<file path="src/rtl/dma_rf_pkg.sv">
package dma_rf_pkg;
  localparam int DW      = 8;
  localparam int REG_W   = 2 * DW;
  localparam int NCTL    = 2;
  localparam int CPC     = 4;
  localparam int NCH     = NCTL * CPC;
  localparam int CH_W    = $clog2(NCH);
  localparam int CPC_W   = $clog2(CPC);
  localparam int CTL_W   = (NCTL > 1) ? $clog2(NCTL) : 1;
  localparam int MODE_W  = DW - CPC_W;
  localparam int AUTO_BIT = 2;
  localparam int OFF_MASK = 2 * CPC + 2;
  localparam int OFF_MODE = OFF_MASK + 1;
  localparam int OFF_CLR  = OFF_MODE + 1;
  localparam int SPAN     = OFF_CLR + 1;

  typedef enum logic [2:0] {
    RK_NONE, RK_ADDR, RK_CNT, RK_MASK, RK_MODE, RK_CLR, RK_PAGE
  } reg_kind_e;

  function automatic logic [7:0] page_port(input int ch);
    case (ch)
      0: page_port = 8'h87;
      1: page_port = 8'h83;
      2: page_port = 8'h81;
      3: page_port = 8'h82;
      4: page_port = 8'h8F;
      5: page_port = 8'h8B;
      6: page_port = 8'h89;
      default: page_port = 8'h8A;
    endcase
  endfunction
endpackage

</file>
<file path="src/rtl/dma_port_decode.sv">
module dma_port_decode
  import dma_rf_pkg::*;
#(
  parameter int            AW      = 8,
  parameter logic [AW-1:0] C1_BASE = 8'h00,
  parameter logic [AW-1:0] C2_BASE = 8'hC0
) (
  input  logic [AW-1:0]    io_addr,
  output reg_kind_e        kind,
  output logic [CTL_W-1:0] ctl,
  output logic [CH_W-1:0]  chan,
  output logic             odd_hit
);
  logic [AW-1:0] off1, off2, off;
  logic          in_rng;

  always_comb begin
    kind    = RK_NONE;
    ctl     = '0;
    chan    = '0;
    off     = '0;
    in_rng  = 1'b0;
    off1    = io_addr - C1_BASE;
    off2    = io_addr - C2_BASE;
    odd_hit = (off2 < AW'(2 * SPAN)) && off2[0];
    if (off1 < AW'(SPAN)) begin
      off    = off1;
      in_rng = 1'b1;
    end else if ((off2 < AW'(2 * SPAN)) && !off2[0]) begin
      off    = off2 >> 1;
      in_rng = 1'b1;
      ctl    = CTL_W'(1);
    end
    if (in_rng) begin
      if (off < AW'(2 * CPC)) begin
        kind = off[0] ? RK_CNT : RK_ADDR;
        chan = CH_W'(int'(ctl) * CPC + int'(off >> 1));
      end else if (off == AW'(OFF_MASK)) begin
        kind = RK_MASK;
      end else if (off == AW'(OFF_MODE)) begin
        kind = RK_MODE;
      end else if (off == AW'(OFF_CLR)) begin
        kind = RK_CLR;
      end
    end
    for (int i = 0; i < NCH; i++) begin
      if (io_addr == AW'(page_port(i))) begin
        kind = RK_PAGE;
        chan = CH_W'(i);
        ctl  = CTL_W'(i / CPC);
      end
    end
  end
endmodule

</file>
<file path="src/rtl/dma_byte_ptr.sv">
module dma_byte_ptr (
  input  logic clk,
  input  logic rst,
  input  logic clr,
  input  logic acc,
  output logic ptr_q
);
  always_ff @(posedge clk) begin
    if (rst)      ptr_q <= 1'b0;
    else if (clr) ptr_q <= 1'b0;
    else if (acc) ptr_q <= ~ptr_q;
  end


  ptr_clear_chk: assert property (@(posedge clk) disable iff (rst) clr |=> !ptr_q);


  ptr_toggle_chk: assert property (@(posedge clk) disable iff (rst)
    (acc && !clr) |=> (ptr_q != $past(ptr_q)));
endmodule

</file>
<file path="src/rtl/dma_chan_regs.sv">
module dma_chan_regs
  import dma_rf_pkg::*;
(
  input  logic              clk,
  input  logic              rst,
  input  logic              wr_addr,
  input  logic              wr_cnt,
  input  logic              wr_page,
  input  logic              wr_mode,
  input  logic              wr_mask,
  input  logic              wr_hi,
  input  logic [DW-1:0]     wdata,
  input  logic              step,
  output logic [REG_W-1:0]  cur_addr_q,
  output logic [REG_W-1:0]  cur_cnt_q,
  output logic [DW-1:0]     page_q,
  output logic [MODE_W-1:0] mode_q,
  output logic              mask_q
);
  logic [REG_W-1:0] base_addr_q, base_cnt_q;
  logic             do_step;

  assign do_step = step && !mask_q && !wr_addr && !wr_cnt;

  always_ff @(posedge clk) begin
    if (rst) begin
      base_addr_q <= '0;
      base_cnt_q  <= '0;
      cur_addr_q  <= '0;
      cur_cnt_q   <= '0;
      page_q      <= '0;
      mode_q      <= '0;
      mask_q      <= 1'b1;
    end else begin
      if (do_step) begin
        if (cur_cnt_q == '0) begin
          if (mode_q[AUTO_BIT]) begin
            cur_cnt_q  <= base_cnt_q;
            cur_addr_q <= base_addr_q;
          end else begin
            cur_cnt_q  <= '1;
            cur_addr_q <= cur_addr_q + 1'b1;
          end
        end else begin
          cur_cnt_q  <= cur_cnt_q - 1'b1;
          cur_addr_q <= cur_addr_q + 1'b1;
        end
      end
      if (wr_addr) begin
        if (wr_hi) begin
          base_addr_q[REG_W-1:DW] <= wdata;
          cur_addr_q[REG_W-1:DW]  <= wdata;
        end else begin
          base_addr_q[DW-1:0] <= wdata;
          cur_addr_q[DW-1:0]  <= wdata;
        end
      end
      if (wr_cnt) begin
        if (wr_hi) begin
          base_cnt_q[REG_W-1:DW] <= wdata;
          cur_cnt_q[REG_W-1:DW]  <= wdata;
        end else begin
          base_cnt_q[DW-1:0] <= wdata;
          cur_cnt_q[DW-1:0]  <= wdata;
        end
      end
      if (wr_page) page_q <= wdata;
      if (wr_mode) mode_q <= wdata[DW-1:CPC_W];
      if (wr_mask) mask_q <= wdata[CPC_W];
    end
  end


  masked_hold_chk: assert property (@(posedge clk) disable iff (rst)
    (mask_q && !wr_addr && !wr_cnt) |=> ($stable(cur_cnt_q) && $stable(cur_addr_q)));


  step_dec_chk: assert property (@(posedge clk) disable iff (rst)
    (step && !mask_q && !wr_addr && !wr_cnt && cur_cnt_q != '0)
      |=> (cur_cnt_q == $past(cur_cnt_q) - 1'b1));


  auto_reload_chk: assert property (@(posedge clk) disable iff (rst)
    (step && !mask_q && !wr_addr && !wr_cnt && cur_cnt_q == '0 && mode_q[AUTO_BIT])
      |=> (cur_cnt_q == base_cnt_q && cur_addr_q == base_addr_q));


  mask_write_chk: assert property (@(posedge clk) disable iff (rst)
    wr_mask |=> (mask_q == $past(wdata[CPC_W])));
endmodule

</file>
<file path="src/rtl/dual_dma_regfile.sv">
module dual_dma_regfile
  import dma_rf_pkg::*;
#(
  parameter int            AW      = 8,
  parameter logic [AW-1:0] C1_BASE = 8'h00,
  parameter logic [AW-1:0] C2_BASE = 8'hC0
) (
  input  logic                    clk,
  input  logic                    rst,
  input  logic                    io_wr,
  input  logic                    io_rd,
  input  logic [AW-1:0]           io_addr,
  input  logic [DW-1:0]           io_wdata,
  output logic [DW-1:0]           io_rdata,
  input  logic [NCH-1:0]          xfer_step,
  output logic [NCH*REG_W-1:0]    ch_addr_o,
  output logic [NCH*REG_W-1:0]    ch_count_o,
  output logic [NCH*DW-1:0]       ch_page_o,
  output logic [NCH*MODE_W-1:0]   ch_mode_o,
  output logic [NCH-1:0]          ch_mask_o
);
  reg_kind_e        dec_kind;
  logic [CTL_W-1:0] dec_ctl;
  logic [CH_W-1:0]  dec_chan;
  logic             dec_odd;
  logic             wr_en, rd_en, reg_acc;
  logic [NCTL-1:0]  ptr_q;

  logic [REG_W-1:0] cur_addr [NCH];
  logic [REG_W-1:0] cur_cnt  [NCH];
  logic [DW-1:0]    page     [NCH];

  assign wr_en   = io_wr;
  assign rd_en   = io_rd && !io_wr;
  assign reg_acc = (wr_en || rd_en) && (dec_kind == RK_ADDR || dec_kind == RK_CNT);

  dma_port_decode #(.AW(AW), .C1_BASE(C1_BASE), .C2_BASE(C2_BASE)) u_dec (
    .io_addr (io_addr),
    .kind    (dec_kind),
    .ctl     (dec_ctl),
    .chan    (dec_chan),
    .odd_hit (dec_odd)
  );

  for (genvar k = 0; k < NCTL; k++) begin : g_ptr
    logic sel;
    assign sel = (int'(dec_ctl) == k);
    dma_byte_ptr u_ptr (
      .clk   (clk),
      .rst   (rst),
      .clr   (wr_en && dec_kind == RK_CLR && sel),
      .acc   (reg_acc && sel),
      .ptr_q (ptr_q[k])
    );
  end

  for (genvar g = 0; g < NCH; g++) begin : g_ch
    localparam int CTL = g / CPC;
    logic hit_reg, hit_cmd;
    assign hit_reg = (dec_chan == CH_W'(g));
    assign hit_cmd = (int'(dec_ctl) == CTL) && (io_wdata[CPC_W-1:0] == CPC_W'(g % CPC));

    dma_chan_regs u_ch (
      .clk        (clk),
      .rst        (rst),
      .wr_addr    (wr_en && dec_kind == RK_ADDR && hit_reg),
      .wr_cnt     (wr_en && dec_kind == RK_CNT && hit_reg),
      .wr_page    (wr_en && dec_kind == RK_PAGE && hit_reg),
      .wr_mode    (wr_en && dec_kind == RK_MODE && hit_cmd),
      .wr_mask    (wr_en && dec_kind == RK_MASK && hit_cmd),
      .wr_hi      (ptr_q[CTL]),
      .wdata      (io_wdata),
      .step       (xfer_step[g]),
      .cur_addr_q (cur_addr[g]),
      .cur_cnt_q  (cur_cnt[g]),
      .page_q     (page[g]),
      .mode_q     (ch_mode_o[g*MODE_W +: MODE_W]),
      .mask_q     (ch_mask_o[g])
    );

    assign ch_addr_o[g*REG_W +: REG_W]  = cur_addr[g];
    assign ch_count_o[g*REG_W +: REG_W] = cur_cnt[g];
    assign ch_page_o[g*DW +: DW]        = page[g];
  end

  always_ff @(posedge clk) begin
    if (rst) begin
      io_rdata <= '0;
    end else if (rd_en) begin
      case (dec_kind)
        RK_ADDR: io_rdata <= ptr_q[dec_ctl] ? cur_addr[dec_chan][REG_W-1:DW]
                                            : cur_addr[dec_chan][DW-1:0];
        RK_CNT:  io_rdata <= ptr_q[dec_ctl] ? cur_cnt[dec_chan][REG_W-1:DW]
                                            : cur_cnt[dec_chan][DW-1:0];
        RK_PAGE: io_rdata <= page[dec_chan];
        default: io_rdata <= '0;
      endcase
    end
  end


  odd_ignore_chk: assert property (@(posedge clk) disable iff (rst)
    (io_wr && dec_odd) |=> ($stable(ch_mask_o) && $stable(ch_mode_o) && $stable(ch_page_o)
                            && $stable(ptr_q)));


  wo_read_zero_chk: assert property (@(posedge clk) disable iff (rst)
    (rd_en && (dec_kind == RK_MASK || dec_kind == RK_MODE || dec_kind == RK_CLR
               || dec_kind == RK_NONE)) |=> (io_rdata == '0));


  page_ptr_keep_chk: assert property (@(posedge clk) disable iff (rst)
    ((io_wr || io_rd) && dec_kind == RK_PAGE) |=> $stable(ptr_q));
endmodule

</file>
<file path="config.mk">
export PLATFORM = sky130hd
export DESIGN_NAME = dual_dma_regfile
export DESIGN_NICKNAME = d
export VERILOG_FILES = /design/src/rtl/dma_rf_pkg.sv /design/src/rtl/dma_port_decode.sv /design/src/rtl/dma_byte_ptr.sv /design/src/rtl/dma_chan_regs.sv /design/src/rtl/dual_dma_regfile.sv
export SDC_FILE = /design/constraint.sdc
export NUM_CORES = 2
export LEC_CHECK = 0
export BUFFER_PORTS_ARGS = -buffer_cell sky130_fd_sc_hd__buf_2
export CORE_ASPECT_RATIO = 0.75
export CORE_MARGIN = 3
export CORE_UTILIZATION = 45
export CTS_CLUSTER_SIZE = 24
export DETAILED_ROUTE_END_ITERATION = 6
export PLACE_DENSITY = 0.6
export SYNTH_ARGS = -nofsm -noshare
export SYNTH_HDL_FRONTEND = slang
export SYNTH_SLANG_ARGS = --single-unit
</file>
<file path="constraint.sdc">
create_clock -name clk -period 4.4 [get_ports clk]
set_input_delay 1.1 -clock clk [delete_from_list [all_inputs] [get_ports clk]]
set_output_delay 1.1 -clock clk [all_outputs]
set_load 0.02 [all_outputs]
</file>
==> implementation parameters <==
Parameter                              Value

Finish
  Final cell count without fillers ... 6,358
  Fraction of final layout cells sized beyond drive strength 1 ... 0.1719
  Most common library cell in the layout ignoring fill and taps ... sky130_fd_sc_hd__nand2_1
  Commonest non-fill, non-tap cells in the layout ... sky130_fd_sc_hd__nand2_1 (1,049), sky130_fd_sc_hd__a21oi_1 (732), sky130_fd_sc_hd__dfxtp_1 (642), sky130_fd_sc_hd__nor2_1 (416), sky130_fd_sc_hd__buf_2 (406)
  Final-layout fill cell count ... 7,542
  Multi-input logic area ... 19,910 um2
  Utilization after layout ... 0.5542
  # nets final ... 5,339
  Register area ... 12,850 um2
  Layout-stage area growth over the synthesis result ... 21.31%

Synthesis
  Async set or reset register ratio after synthesis ... 0
  Post-Synthesis Cells ... 4,870
  Leading register cell type out of synthesis ... sky130_fd_sc_hd__dfxtp_1
  Average instance area after synthesis ... 7.087 um2
  Mux cell area share after synthesis ... 0.01588
  Number of enable flip-flop cells after synthesis ... 0
  Synthesized-area fraction occupied by xor and xnor cells ... 0.006852
  Fraction of the mapped netlist area in simple logic gates ... 0.2610
  Yosys top cell by area ... sky130_fd_sc_hd__dfxtp_1
  Distinct cell type count of the synthesized netlist ... 91
  Yosys reg bits ... 642
  Largest cells by area after synthesis ... sky130_fd_sc_hd__dfxtp_1 (37%), sky130_fd_sc_hd__nand2_1 (11%), sky130_fd_sc_hd__a21oi_1 (11%)
  Warning count from the yosys run ... 0
  Post-synthesis share of cell area spent on full adders, half adders and majority gates ... 0.01015
  Number of nets produced by synthesis ... 4,926
  Synth Area in Compound Gates ... 0.2803
  Seq/Total Area, Yosys ... 0.3724
  Summed instance area of the synthesized netlist ... 34,510 um2
  Largest family of logic cells by synthesized area ... compound AO/OA/AOI/OAI gates
  Fraction of post-synthesis cell area in the top cell type by area ... 0.3724

Critical path
  R2r worst-path depth ... 10
  CP Capture Type ... flip-flop
  Worst Setup EP ... io_rdata[0]
  Type of origin of the critical path ... input pin
  Critical Path AT ... 4540 ps
  Critical R2R Launch ... g_ch[3].u_ch.cur_cnt_q[6]
  Critical setup path kind ... input pin to flip-flop
  Biggest fanout along the worst timing path ... 6
  Critical path startpoint ... io_addr[6]
  R2r endpoint ... g_ch[3].u_ch.cur_addr_q[8]
  Minimum setup slack among reg-to-reg paths ... 980 ps
  Required time of the worst setup path ... 4960 ps

Route
  Avg WL per Cell ... 26.13 um
  Iter 0 DRT Violations ... 5,813
  DRT antenna net count ... 0
  Via Count ... 40,350
  Total DRC errors in the routed layout ... 0
  Aggregate routed wire length ... 166.1 mm
  Post-detailed-route via-to-cell ratio ... 6.347
  Total iterations of the first detailed-routing run ... 7

CTS
  Clock tree root buffer cell ... sky130_fd_sc_hd__clkbuf_16
  Clk Latency, worst-skew pair ... 640 ps
  Number of buffers created by CTS ... 70
  CTS Buffer Depth ... 3
  CTS tree ... built
  H-tree lvl count ... 3
  Clock net sink count ... 642
  Number of buffers inserted by hold repair at cts ... 0
  Quantity of gates resized following cts ... 0
  CTS clock-pin slew for the worst setup and hold paths ... 60 ps
  Post-CTS setup buffer count ... 0

Floorplanning
  Horizontal extent of the die ... 325.8 um
  Vertical die dimension ... 245.8 um
  Die area ... 80,090 um2
  Starting Density ... 0.4569
  Total number of placement rows ... 87
  Number of top-level pins ... 412
  Area of the placeable core ... 75,550 um2

Timing
  Max Transition Viols Final ... 0
  Period utilisation layout ... 0.9042
  Hold WS ... 446.3 ps
  Hold Violations, Final ... 0
  Final total negative setup slack ... 0 ps
  Final min period ... 3978 ps
  Worst setup skew after layout ... 25.42 ps
  Final setup vio count ... 0
  Setup repair after global routing missed its margin ... false
  Worst-Margin Slew ... 1209 ps
  Max Fclk ... 251.4 MHz
  Max_slew headroom ... 0.1943

Power and ir drop
  Static leakage ... 15.41 nW
  Power per unit of standard cell area ... 302.4 nW/um2
  Peak supply drop ... 0.0002482 V
  Total power after layout ... 0.01266 W

Hold path
  Worst hold-check path type ... flip-flop to flip-flop

Global routing
  Via count of the first global-routing pass ... 35,070
  Sum of overflow across all layers after global routing ... 0
  Antenna violations before repair ... 4
  Pin count of the biggest net entering global routing ... 111
  First-pass GRT wire length ... 241.3 mm
  Combined global-route utilization of all metal layers ... 0.3952

Placement
  Buffers on Ports ... 411
  Routability Congestion ... 1.046
  Cell count after placement ... 6,234
  Final HPWL DP ... 120.0 mm

Status
  Result of the run ... completed

Job
  Max-cap violations ... 0
## critical path, cell delays in order
cell and delay (ps):
sky130_fd_sc_hd__buf_2 130, sky130_fd_sc_hd__inv_1 60, sky130_fd_sc_hd__ha_1 300, sky130_fd_sc_hd__or3b_2 490, sky130_fd_sc_hd__buf_4 160, sky130_fd_sc_hd__a311oi_1 210
sky130_fd_sc_hd__buf_4 170, sky130_fd_sc_hd__a221oi_2 40, sky130_fd_sc_hd__or4b_2 740, sky130_fd_sc_hd__a2111oi_0 670, sky130_fd_sc_hd__a311oi_1 120, sky130_fd_sc_hd__o211a_1 170
sky130_fd_sc_hd__a211oi_1 190
## layer usage
metal | share of wire | vias to the layer above | GRT usage | routed length [um]
met5 | 0.00022 | - | 0 | 36
met2 | 0.40 | 2393 | 0.5526 | 67270
met1 | 0.43 | 19300 | 0.5742 | 71180
met4 | 0.044 | 6 | 0.1599 | 7339
li1 | - | 18280 | - | -
met3 | 0.12 | 377 | 0.09969 | 20320
## kinds of logic after synthesis
family                     after synthesis
adders and majority gates               28
AOI/OAI and AO/OA                     1608
muxes                                   54
DFF                                    642
buffers and inverters                  458
xor gates and xnor gates                27
and+or+nand+nor                       2053
## cells in the mapped netlist (56+ instances only)
cell                       count
sky130_fd_sc_hd__a211oi_1    103
sky130_fd_sc_hd__a21oi_1     735
sky130_fd_sc_hd__a31oi_1      61
sky130_fd_sc_hd__and3_1       64
sky130_fd_sc_hd__clkbuf_1    307
sky130_fd_sc_hd__dfxtp_1     642
sky130_fd_sc_hd__nand2_1    1051
sky130_fd_sc_hd__nand3_1     121
sky130_fd_sc_hd__nor2_1      417
sky130_fd_sc_hd__nor3_1      144
sky130_fd_sc_hd__o21ai_0     332
sky130_fd_sc_hd__o221ai_1     56
## registers in the layout, indices dropped and copies added, names as in the netlist
| signal | count |
|---|---|
| g_ch.u_ch.base_addr_q | 128 |
| g_ch.u_ch.page_q | 64 |
| g_ch.u_ch.mode_q | 48 |
| g_ch.u_ch.base_cnt_q | 128 |
| g_ch.u_ch.mask_q | 8 |
| g_ch.u_ch.cur_cnt_q | 128 |
| g_ch.u_ch.cur_addr_q | 128 |
| g_ptr.u_ptr.ptr_q | 2 |
| io_rdata | 8 |
## cell type report
| class | instances | share of cell area |
|---|---|---|
| Clock inverter | 24 | 0.008487 |
| Clock buffer | 98 | 0.04850 |
| Antenna cell | 2 | 0.0001195 |
| Sequential cell | 642 | 0.3070 |
| Inverter | 54 | 0.004841 |
| Tap cell | 1023 | 0.03057 |
| Multi-Input combinational cell | 3770 | 0.4755 |
| Timing Repair Buffer | 745 | 0.1250 |
## power breakdown
part / internal (W) / leakage, nW / switching [W]
clock: 0.00370 / 1.17 / 0.00259
sequential: 0.00581 / 5.17 / 0.00000372
combinational: 0.000131 / 9.07 / 0.000429
total: 0.00964 / 15.4 / 0.00302
## worst min-delay path by stage
| stage | to | start | cells after the start |
|---|---|---|---|
| 6_report | g_ch[6].u_ch.base_addr_q[14] | g_ch[6].u_ch.base_addr_q[14] | 2 |
| 5_1_grt | g_ch[1].u_ch.base_addr_q[0] | g_ch[1].u_ch.base_addr_q[0] | 2 |
| 4_1_cts | g_ch[6].u_ch.base_addr_q[14] | g_ch[6].u_ch.base_addr_q[14] | 2 |
| 3_5_place_dp | g_ch[1].u_ch.base_cnt_q[5] | g_ch[1].u_ch.base_cnt_q[5] | 2 |
| 3_3_place_gp | g_ch[7].u_ch.base_addr_q[0] | g_ch[7].u_ch.base_addr_q[0] | 2 |
| 2_1_floorplan | g_ch[7].u_ch.base_addr_q[0] | g_ch[7].u_ch.base_addr_q[0] | 2 |
## metrics by stage
stage / setup WS [ps] / cell area, um2
6_report: 421.6 / 41870
5_1_grt: 261.8 / 41870
4_1_cts: 508.0 / 41870
3_5_place_dp: -159.8 / 39480
3_3_place_gp: -55.23 / 39480
2_1_floorplan: 237.2 / 34510
(Power assumes the default switching activity.)
